## src/rtl/vtg_pkg.sv

```systemverilog
package vtg_pkg;

  typedef enum logic [1:0] {
    VTG_MASTER    = 2'd0,
    VTG_SLAVE_PIN = 2'd1,
    VTG_SLAVE_TRC = 2'd2,
    VTG_SLAVE_ALT = 2'd3
  } vtg_mode_e;

  typedef struct packed {
    logic f;
    logic v;
    logic h;
  } trc_flags_t;

  // protection nibble of a reference code
  function automatic logic [3:0] trc_protect(input logic f, input logic v, input logic h);
    return {v ^ h, f ^ h, f ^ v, f ^ v ^ h};
  endfunction

  // 1 when lvl is at the active level selected by pol (pol=1 active high)
  function automatic logic pol_apply(input logic lvl, input logic pol);
    return ~(lvl ^ pol);
  endfunction

endpackage

```

## src/rtl/vtg_trc_decoder.sv

```systemverilog
module vtg_trc_decoder
  import vtg_pkg::*;
#(
  parameter int DATA_W = 8
) (
  input  logic              clk,
  input  logic              rst_n,
  input  logic [DATA_W-1:0] din,
  output logic              code_valid,
  output trc_flags_t        code_flags
);
  localparam logic [DATA_W-1:0] ALL_ONES  = '1;
  localparam logic [DATA_W-1:0] ALL_ZEROS = '0;

  logic [DATA_W-1:0] b1, b2, b3;
  logic hdr_seen, prot_ok;

  assign hdr_seen = (b3 == ALL_ONES) && (b2 == ALL_ZEROS) && (b1 == ALL_ZEROS);
  assign prot_ok  = din[DATA_W-1] &&
                    (din[3:0] == trc_protect(din[DATA_W-2], din[DATA_W-3], din[DATA_W-4]));

  always_ff @(posedge clk) begin
    if (!rst_n) begin
      b1 <= '0;
      b2 <= '0;
      b3 <= '0;
      code_valid <= 1'b0;
      code_flags <= '0;
    end else begin
      b3 <= b2;
      b2 <= b1;
      b1 <= din;
      code_valid <= hdr_seen && prot_ok;
      if (hdr_seen && prot_ok)
        code_flags <= {din[DATA_W-2], din[DATA_W-3], din[DATA_W-4]};
    end
  end


  hdr_order_chk: assert property (@(posedge clk) disable iff (!rst_n)
    code_valid |-> ($past(b3) == ALL_ONES && $past(b2) == ALL_ZEROS && $past(b1) == ALL_ZEROS));

endmodule

```

## src/rtl/vtg_counters.sv

```systemverilog
module vtg_counters #(
  parameter int PIX_W  = 12,
  parameter int LINE_W = 11
) (
  input  logic              clk,
  input  logic              rst_n,
  input  logic [PIX_W-1:0]  pix_last,
  input  logic [PIX_W-1:0]  h_off,
  input  logic [LINE_W-1:0] line_last,
  input  logic [LINE_W-1:0] v_off,
  input  logic              h_load,
  input  logic              v_load,
  input  logic              field_set,
  input  logic              field_val,
  input  logic              toggle_en,
  output logic [PIX_W-1:0]  pix_cnt,
  output logic [LINE_W-1:0] line_cnt,
  output logic              field_id
);
  function automatic logic [PIX_W-1:0] pix_next(input logic [PIX_W-1:0] cur,
                                                input logic [PIX_W-1:0] last);
    return (cur >= last) ? '0 : cur + 1'b1;
  endfunction

  function automatic logic [LINE_W-1:0] line_next(input logic [LINE_W-1:0] cur,
                                                  input logic [LINE_W-1:0] last);
    return (cur >= last) ? '0 : cur + 1'b1;
  endfunction

  logic pix_wrap, line_step, line_wrap, field_wrap;

  assign pix_wrap   = pix_cnt >= pix_last;
  assign line_step  = h_load | pix_wrap;
  assign line_wrap  = line_cnt >= line_last;
  assign field_wrap = line_step & line_wrap & ~v_load;

  always_ff @(posedge clk) begin
    if (!rst_n) begin
      pix_cnt  <= '0;
      line_cnt <= '0;
      field_id <= 1'b0;
    end else begin
      pix_cnt <= h_load ? h_off : pix_next(pix_cnt, pix_last);
      if (v_load)
        line_cnt <= v_off;
      else if (line_step)
        line_cnt <= line_next(line_cnt, line_last);
      if (field_set)
        field_id <= field_val;
      else if (toggle_en && field_wrap)
        field_id <= ~field_id;
    end
  end


  pix_inc_chk: assert property (@(posedge clk) disable iff (!rst_n)
    (!h_load && !pix_wrap) |=> (pix_cnt == $past(pix_cnt) + 1'b1));


  hload_chk: assert property (@(posedge clk) disable iff (!rst_n)
    h_load |=> (pix_cnt == $past(h_off)));


  vload_chk: assert property (@(posedge clk) disable iff (!rst_n)
    v_load |=> (line_cnt == $past(v_off)));


  field_toggle_chk: assert property (@(posedge clk) disable iff (!rst_n)
    (toggle_en && $past(toggle_en) && field_id != $past(field_id)) |-> $past(field_wrap));

endmodule

```

## src/rtl/vsync_timing_gen.sv

```systemverilog
module vsync_timing_gen
  import vtg_pkg::*;
#(
  parameter int PIX_W  = 12,
  parameter int LINE_W = 11
) (
  input  logic              clk,
  input  logic              rst_n,
  input  logic [1:0]        cfg_mode,
  input  logic              cfg_hpol,
  input  logic              cfg_vpol,
  input  logic              cfg_fpol,
  input  logic              cfg_h_from_fs,
  input  logic              cfg_v_from_fs,
  input  logic [PIX_W-1:0]  cfg_pix_last,
  input  logic [LINE_W-1:0] cfg_line_last,
  input  logic [PIX_W-1:0]  cfg_hs_width,
  input  logic [LINE_W-1:0] cfg_vs_width,
  input  logic [PIX_W-1:0]  cfg_h_offset,
  input  logic [LINE_W-1:0] cfg_v_offset,
  input  logic              hs_i,
  input  logic              vs_i,
  input  logic              fs_i,
  input  logic [7:0]        vid_data,
  output logic              hs_o,
  output logic              vs_o,
  output logic              fs_o,
  output logic              hs_oe,
  output logic              vs_oe,
  output logic              fs_oe,
  output logic [PIX_W-1:0]  pix_cnt,
  output logic [LINE_W-1:0] line_cnt,
  output logic              field_id
);
  localparam int HS_B = 0;
  localparam int VS_B = 1;
  localparam int FS_B = 2;

  vtg_mode_e mode;
  logic is_master, is_trc, is_pin;
  assign mode      = vtg_mode_e'(cfg_mode);
  assign is_master = (mode == VTG_MASTER);
  assign is_trc    = (mode == VTG_SLAVE_TRC);
  assign is_pin    = !is_master && !is_trc;

  // pin sampler: active levels, then rising-active detection
  logic [2:0] act_now, act_q, act_qq, act_rise;
  assign act_now = {pol_apply(fs_i, cfg_fpol), pol_apply(vs_i, cfg_vpol), pol_apply(hs_i, cfg_hpol)};
  assign act_rise = act_q & ~act_qq;

  always_ff @(posedge clk) begin
    if (!rst_n) begin
      act_q  <= '0;
      act_qq <= '0;
    end else begin
      act_q  <= act_now;
      act_qq <= act_q;
    end
  end

  // reference-code path
  logic code_valid, eav_seen, v_prev;
  trc_flags_t code_flags;

  vtg_trc_decoder #(.DATA_W(8)) u_trc (
    .clk        (clk),
    .rst_n      (rst_n),
    .din        (vid_data),
    .code_valid (code_valid),
    .code_flags (code_flags)
  );

  assign eav_seen = code_valid & code_flags.h;

  always_ff @(posedge clk) begin
    if (!rst_n)        v_prev <= 1'b0;
    else if (eav_seen) v_prev <= code_flags.v;
  end

  // load event selection
  logic h_load, v_load, field_set, field_val;
  always_comb begin
    h_load = 1'b0;
    v_load = 1'b0;
    field_set = 1'b0;
    field_val = 1'b0;
    if (is_pin) begin
      h_load    = cfg_h_from_fs ? act_rise[FS_B] : act_rise[HS_B];
      v_load    = cfg_v_from_fs ? act_rise[FS_B] : act_rise[VS_B];
      field_set = 1'b1;
      field_val = act_q[FS_B];
    end else if (is_trc) begin
      h_load    = eav_seen;
      v_load    = eav_seen & ~code_flags.v & v_prev;
      field_set = code_valid;
      field_val = code_flags.f;
    end
  end

  vtg_counters #(.PIX_W(PIX_W), .LINE_W(LINE_W)) u_cnt (
    .clk       (clk),
    .rst_n     (rst_n),
    .pix_last  (cfg_pix_last),
    .h_off     (cfg_h_offset),
    .line_last (cfg_line_last),
    .v_off     (cfg_v_offset),
    .h_load    (h_load),
    .v_load    (v_load),
    .field_set (field_set),
    .field_val (field_val),
    .toggle_en (is_master),
    .pix_cnt   (pix_cnt),
    .line_cnt  (line_cnt),
    .field_id  (field_id)
  );

  // sync decode and pin direction
  logic hs_on, vs_on, fs_on, pins_free;
  assign hs_on = pix_cnt < cfg_hs_width;
  assign vs_on = line_cnt < cfg_vs_width;
  assign fs_on = vs_on & ~field_id;

  assign hs_o = pol_apply(hs_on, cfg_hpol);
  assign vs_o = pol_apply(vs_on, cfg_vpol);
  assign fs_o = pol_apply(fs_on, cfg_fpol);

  assign pins_free = is_master | is_trc | (cfg_h_from_fs & cfg_v_from_fs);
  assign hs_oe = pins_free;
  assign vs_oe = pins_free;
  assign fs_oe = is_master | is_trc;


  master_quiet_chk: assert property (@(posedge clk) disable iff (!rst_n)
    is_master |-> (!h_load && !v_load && !field_set));

endmodule

```

## config.mk

```make
export PLATFORM = sky130hd
export DESIGN_NAME = vsync_timing_gen
export DESIGN_NICKNAME = d
export VERILOG_FILES = /design/src/rtl/vtg_pkg.sv /design/src/rtl/vtg_trc_decoder.sv /design/src/rtl/vtg_counters.sv /design/src/rtl/vsync_timing_gen.sv
export SDC_FILE = /design/constraint.sdc
export NUM_CORES = 1
export LEC_CHECK = 0
export ABC_AREA = 0
export BUFFER_PORTS_ARGS = -buffer_cell sky130_fd_sc_hd__buf_2
export CORE_MARGIN = 1.5
export CORE_UTILIZATION = 30
export DETAILED_ROUTE_END_ITERATION = 6
export PLACE_DENSITY = 0.63
export RECOVER_POWER = 25
export SETUP_SLACK_MARGIN = 0.2
export SKIP_CTS_REPAIR_TIMING = 1
export SYNTH_ARGS = -nofsm -noshare
export SYNTH_HDL_FRONTEND = slang
export SYNTH_SLANG_ARGS = --single-unit
export TNS_END_PERCENT = 50
```

## constraint.sdc

```tcl
create_clock -name clk -period 8.3 [get_ports clk]
set_input_delay 2.49 -clock clk [delete_from_list [all_inputs] [get_ports clk]]
set_output_delay 2.49 -clock clk [all_outputs]
set_load 0.01 [all_outputs]
```

==> results.json <==
{
  "effective_utilization_at_floorplan_pct": 31.2,
  "rows": 40,
  "drt-wirelength-per-cell_um": 13.4,
  "type_of_the_most_critical_hold_path": "reg -> reg",
  "result_of_the_run": "finished, final reports clean",
  "rsz0062_at_grt": "no",
  "post_synthesis_mean_instance_area_um2": 8.15,
  "total_leakage_power_nw": 2.41,
  "portBuffers": 118,
  "critPathRequiredTime_ns": 5.81,
  "critical_path.top_delay_family": "compound AO/OA/AOI/OAI gates",
  "final_setup_slack_of_the_worst_path_ns": 1.57,
  "cellPowerDensity_mw_per_mm2": 182,
  "drive_above_1_share_pct": 23.8,
  "crit_start": "cfg_hs_width[9]",
  "grt_util_all_layers_pct": 15.5,
  "final-seq-area_mm2": 0.00118,
  "route.detailed.vias_per_inst": 4.87,
  "hold_path_startpoint": "u_trc.b2[4]$_SDFF_PN0_",
  "crit_slowest_cell": "sky130_fd_sc_hd__ha_1",
  "design.die.area_mm2": 0.0133,
  "drtPass1Iterations": 4,
  "multi_input_area_mm2": 0.00234,
  "timing.critical_path.depth": 10,
  "fmax_mhz": 149,
  "tritoncts_clock_tree": "built",
  "finish.net_count": 714,
  "worstSetupPathType": "in -> out",
  "first_global_vias": 3620,
  "first_iter_violations": 144,
  "p_total_mw": 0.886,
  "worstMarginPinSlew_ns": 1.28,
  "cts-buffers-inserted": 9,
  "cp_max_fo": 3,
  "worstPathCellList": "buf_2, inv_1, ha_1, a21o_1, a21o_1, a21oi_1, mux2i_1, nand2_1, a311oi_1, buf_2",
  "synth_cell_types": 51,
  "postSynth.asyncResetShare_pct": 0,
  "dp_worst_setup_slack_ns": 1.58,
  "maxSlewHeadroom_pct": 14.9,
  "clock_slew_at_the_register_clock_pins_of_the_worst_setup_and_hold_paths_ns": 0.05,
  "antenna_cells": 0,
  "routed-via-count": 3660,
  "type_of_origin_of_the_critical_path": "primary input",
  "finalCriticalPeriod_ns": 6.73,
  "count_of_final_hold_check_violations": 0,
  "timing.final.crit_share_pct": 81.1,
  "timing_max_transition_violations_final": 0,
  "largest_net_degree_at_the_start_of_global_routing": 35,
  "synthesis.instances": 465,
  "edff_count_synth": 0,
  "clk_latency_ns": 0.32,
  "r2r.worst_path.cells": 8,
  "route.final.wire_length_um": 10100,
  "root_buffer": "sky130_fd_sc_hd__clkbuf_16",
  "synth-main-ff-cell": "sky130_fd_sc_hd__dfxtp_1",
  "cts-root-to-sink-buffers": 2,
  "grt.overflow.total": 0,
  "ys.warnings.count": 0,
  "nets_in_the_synthesized_netlist": 600,
  "grt_antenna_before_repair": 0,
  "cp.arrival_ns": 4.24,
  "clock_sinks": 59,
  "core_area_mm2": 0.0122,
  "top_level_ports": 119,
  "library_cell_with_the_largest_summed_area_after_synthesis": "sky130_fd_sc_hd__dfxtp_1",
  "timing.clock.skew_ns": 0.00682,
  "timing.final.setup_violations": 0,
  "worstSetupEndpointType": "output port",
  "drcViolationCount": 0,
  "synth_area_mm2": 0.00379,
  "postSynthRegisterBits": 59,
  "vdd_ir_drop_max_uv": 98.2,
  "crit_buf_inv": 3,
  "fin_tns_setup_ns": 0,
  "synth.top_cell.area_share_pct": 31.2,
  "cts_htree_levels": 3,
  "syn2layout_area_growth_pct": 28.4,
  "min_delay_path_depth": 1,
  "synth-seq-area-share_pct": 31.2,
  "nFillCells": 1259,
  "cp_slowest_stage_delay_ns": 0.30,
  "netlist_top_cells_count": "sky130_fd_sc_hd__dfxtp_1 (59), sky130_fd_sc_hd__inv_1 (49), sky130_fd_sc_hd__ha_1 (46), sky130_fd_sc_hd__nor2_1 (42), sky130_fd_sc_hd__nand2_1 (38)",
  "chipHeight_um": 115,
  "yosys-top-cells-area": "sky130_fd_sc_hd__dfxtp_1 (31%), sky130_fd_sc_hd__ha_1 (15%), sky130_fd_sc_hd__and2_1 (5.0%)",
  "dpl.hpwl_um": 7770,
  "ant_nets": 0,
  "first_pass_grt_wire_length_um": 16700,
  "max_cap_viol_count": 0,
  "timing.rr.start": "u_cnt.line_cnt[0]$_SDFFE_PN0P_",
  "synthMostInstantiatedCell": "sky130_fd_sc_hd__dfxtp_1",
  "dieWidth_um": 115,
  "placer_congestion": 0.812
}
==> metrics by stage <==
| stage | cells | hold slack, ns | instance area, µm² | utilization, % |
|---|---|---|---|---|
| floorplan | 465 | 0.420 | 3790 | - |
| global placement | 736 | 0.432 | 4520 | 37.1 |
| detailed placement | 736 | 0.437 | 4520 | 37.1 |
| CTS | 752 | 0.456 | 4870 | 40.0 |
| global route | 752 | 0.471 | 4870 | 40.0 |
| finish | 752 | 0.451 | 4870 | 40.0 |
==> cell type report <==
class                           instances  area share (%)
Multi-Input combinational cell        340            48.1
Sequential cell                        59            24.3
Timing Repair Buffer                  119            12.3
Clock buffer                           10            4.91
Tap cell                              168            4.32
Inverter                               50            3.86
Clock inverter                          6            2.29
==> power breakdown <==
part	internal [mW]	switching (mW)
combinational	0.0642	0.0749
clock	0.302	0.129
sequential	0.298	0.0180
==> registers in the layout, indices dropped and copies added (netlist names) <==
| name | count |
|---|---|
| u_cnt.pix_cnt | 12 |
| u_cnt.line_cnt | 11 |
| u_trc.b1 | 8 |
| u_trc.b2 | 8 |
| u_trc.b3 | 8 |
| act_q | 3 |
| act_qq | 3 |
| u_trc.code_flags | 3 |
| u_cnt.field_id | 1 |
| u_trc.code_valid | 1 |
| v_prev | 1 |
==> final timing paths <==
check        slack (ns)                             end
max                1.57                            hs_o
min                0.45          u_trc.b3[4]$_SDFF_PN0_
max reg2reg        5.54  u_cnt.line_cnt[2]$_SDFFE_PN0P_
min reg2reg        0.45          u_trc.b3[4]$_SDFF_PN0_
==> logic make-up (layout without fill, tap and decap cells) <==
logic type | after synthesis | in the layout | synth area share (%)
xor+xnor | 18 | 18 | 4.16
simple gates | 187 | 187 | 25.8
buf+inv | 66 | 185 | 7.10
fa+ha+maj | 46 | 46 | 15.2
flops | 59 | 59 | 31.2
compound gates | 84 | 84 | 15.3
mux | 5 | 5 | 1.32
==> metal layers <==
layer | up-vias | global-route usage [%] | routed length, µm
met3 | 8 | 3.43 | 637
met2 | 122 | 27.0 | 4780
met5 | - | 0 | 0
met1 | 1666 | 18.9 | 4580
li1 | 1864 | - | -
met4 | 0 | 4.61 | 98
==> layout by cell type, fill, tap and decap left out, drive strengths merged, types with 12 or more instances in the layout <==
master  netlist  layout
nor3         15      15
inv          49      50
and2         30      30
o21ai        12      12
a21oi        20      20
dfxtp        59      59
nand2        38      38
nor2         42      42
ha           46      46
nand3        21      21
a22oi        12      12
buf           6     118
(Power assumes the default switching activity.)
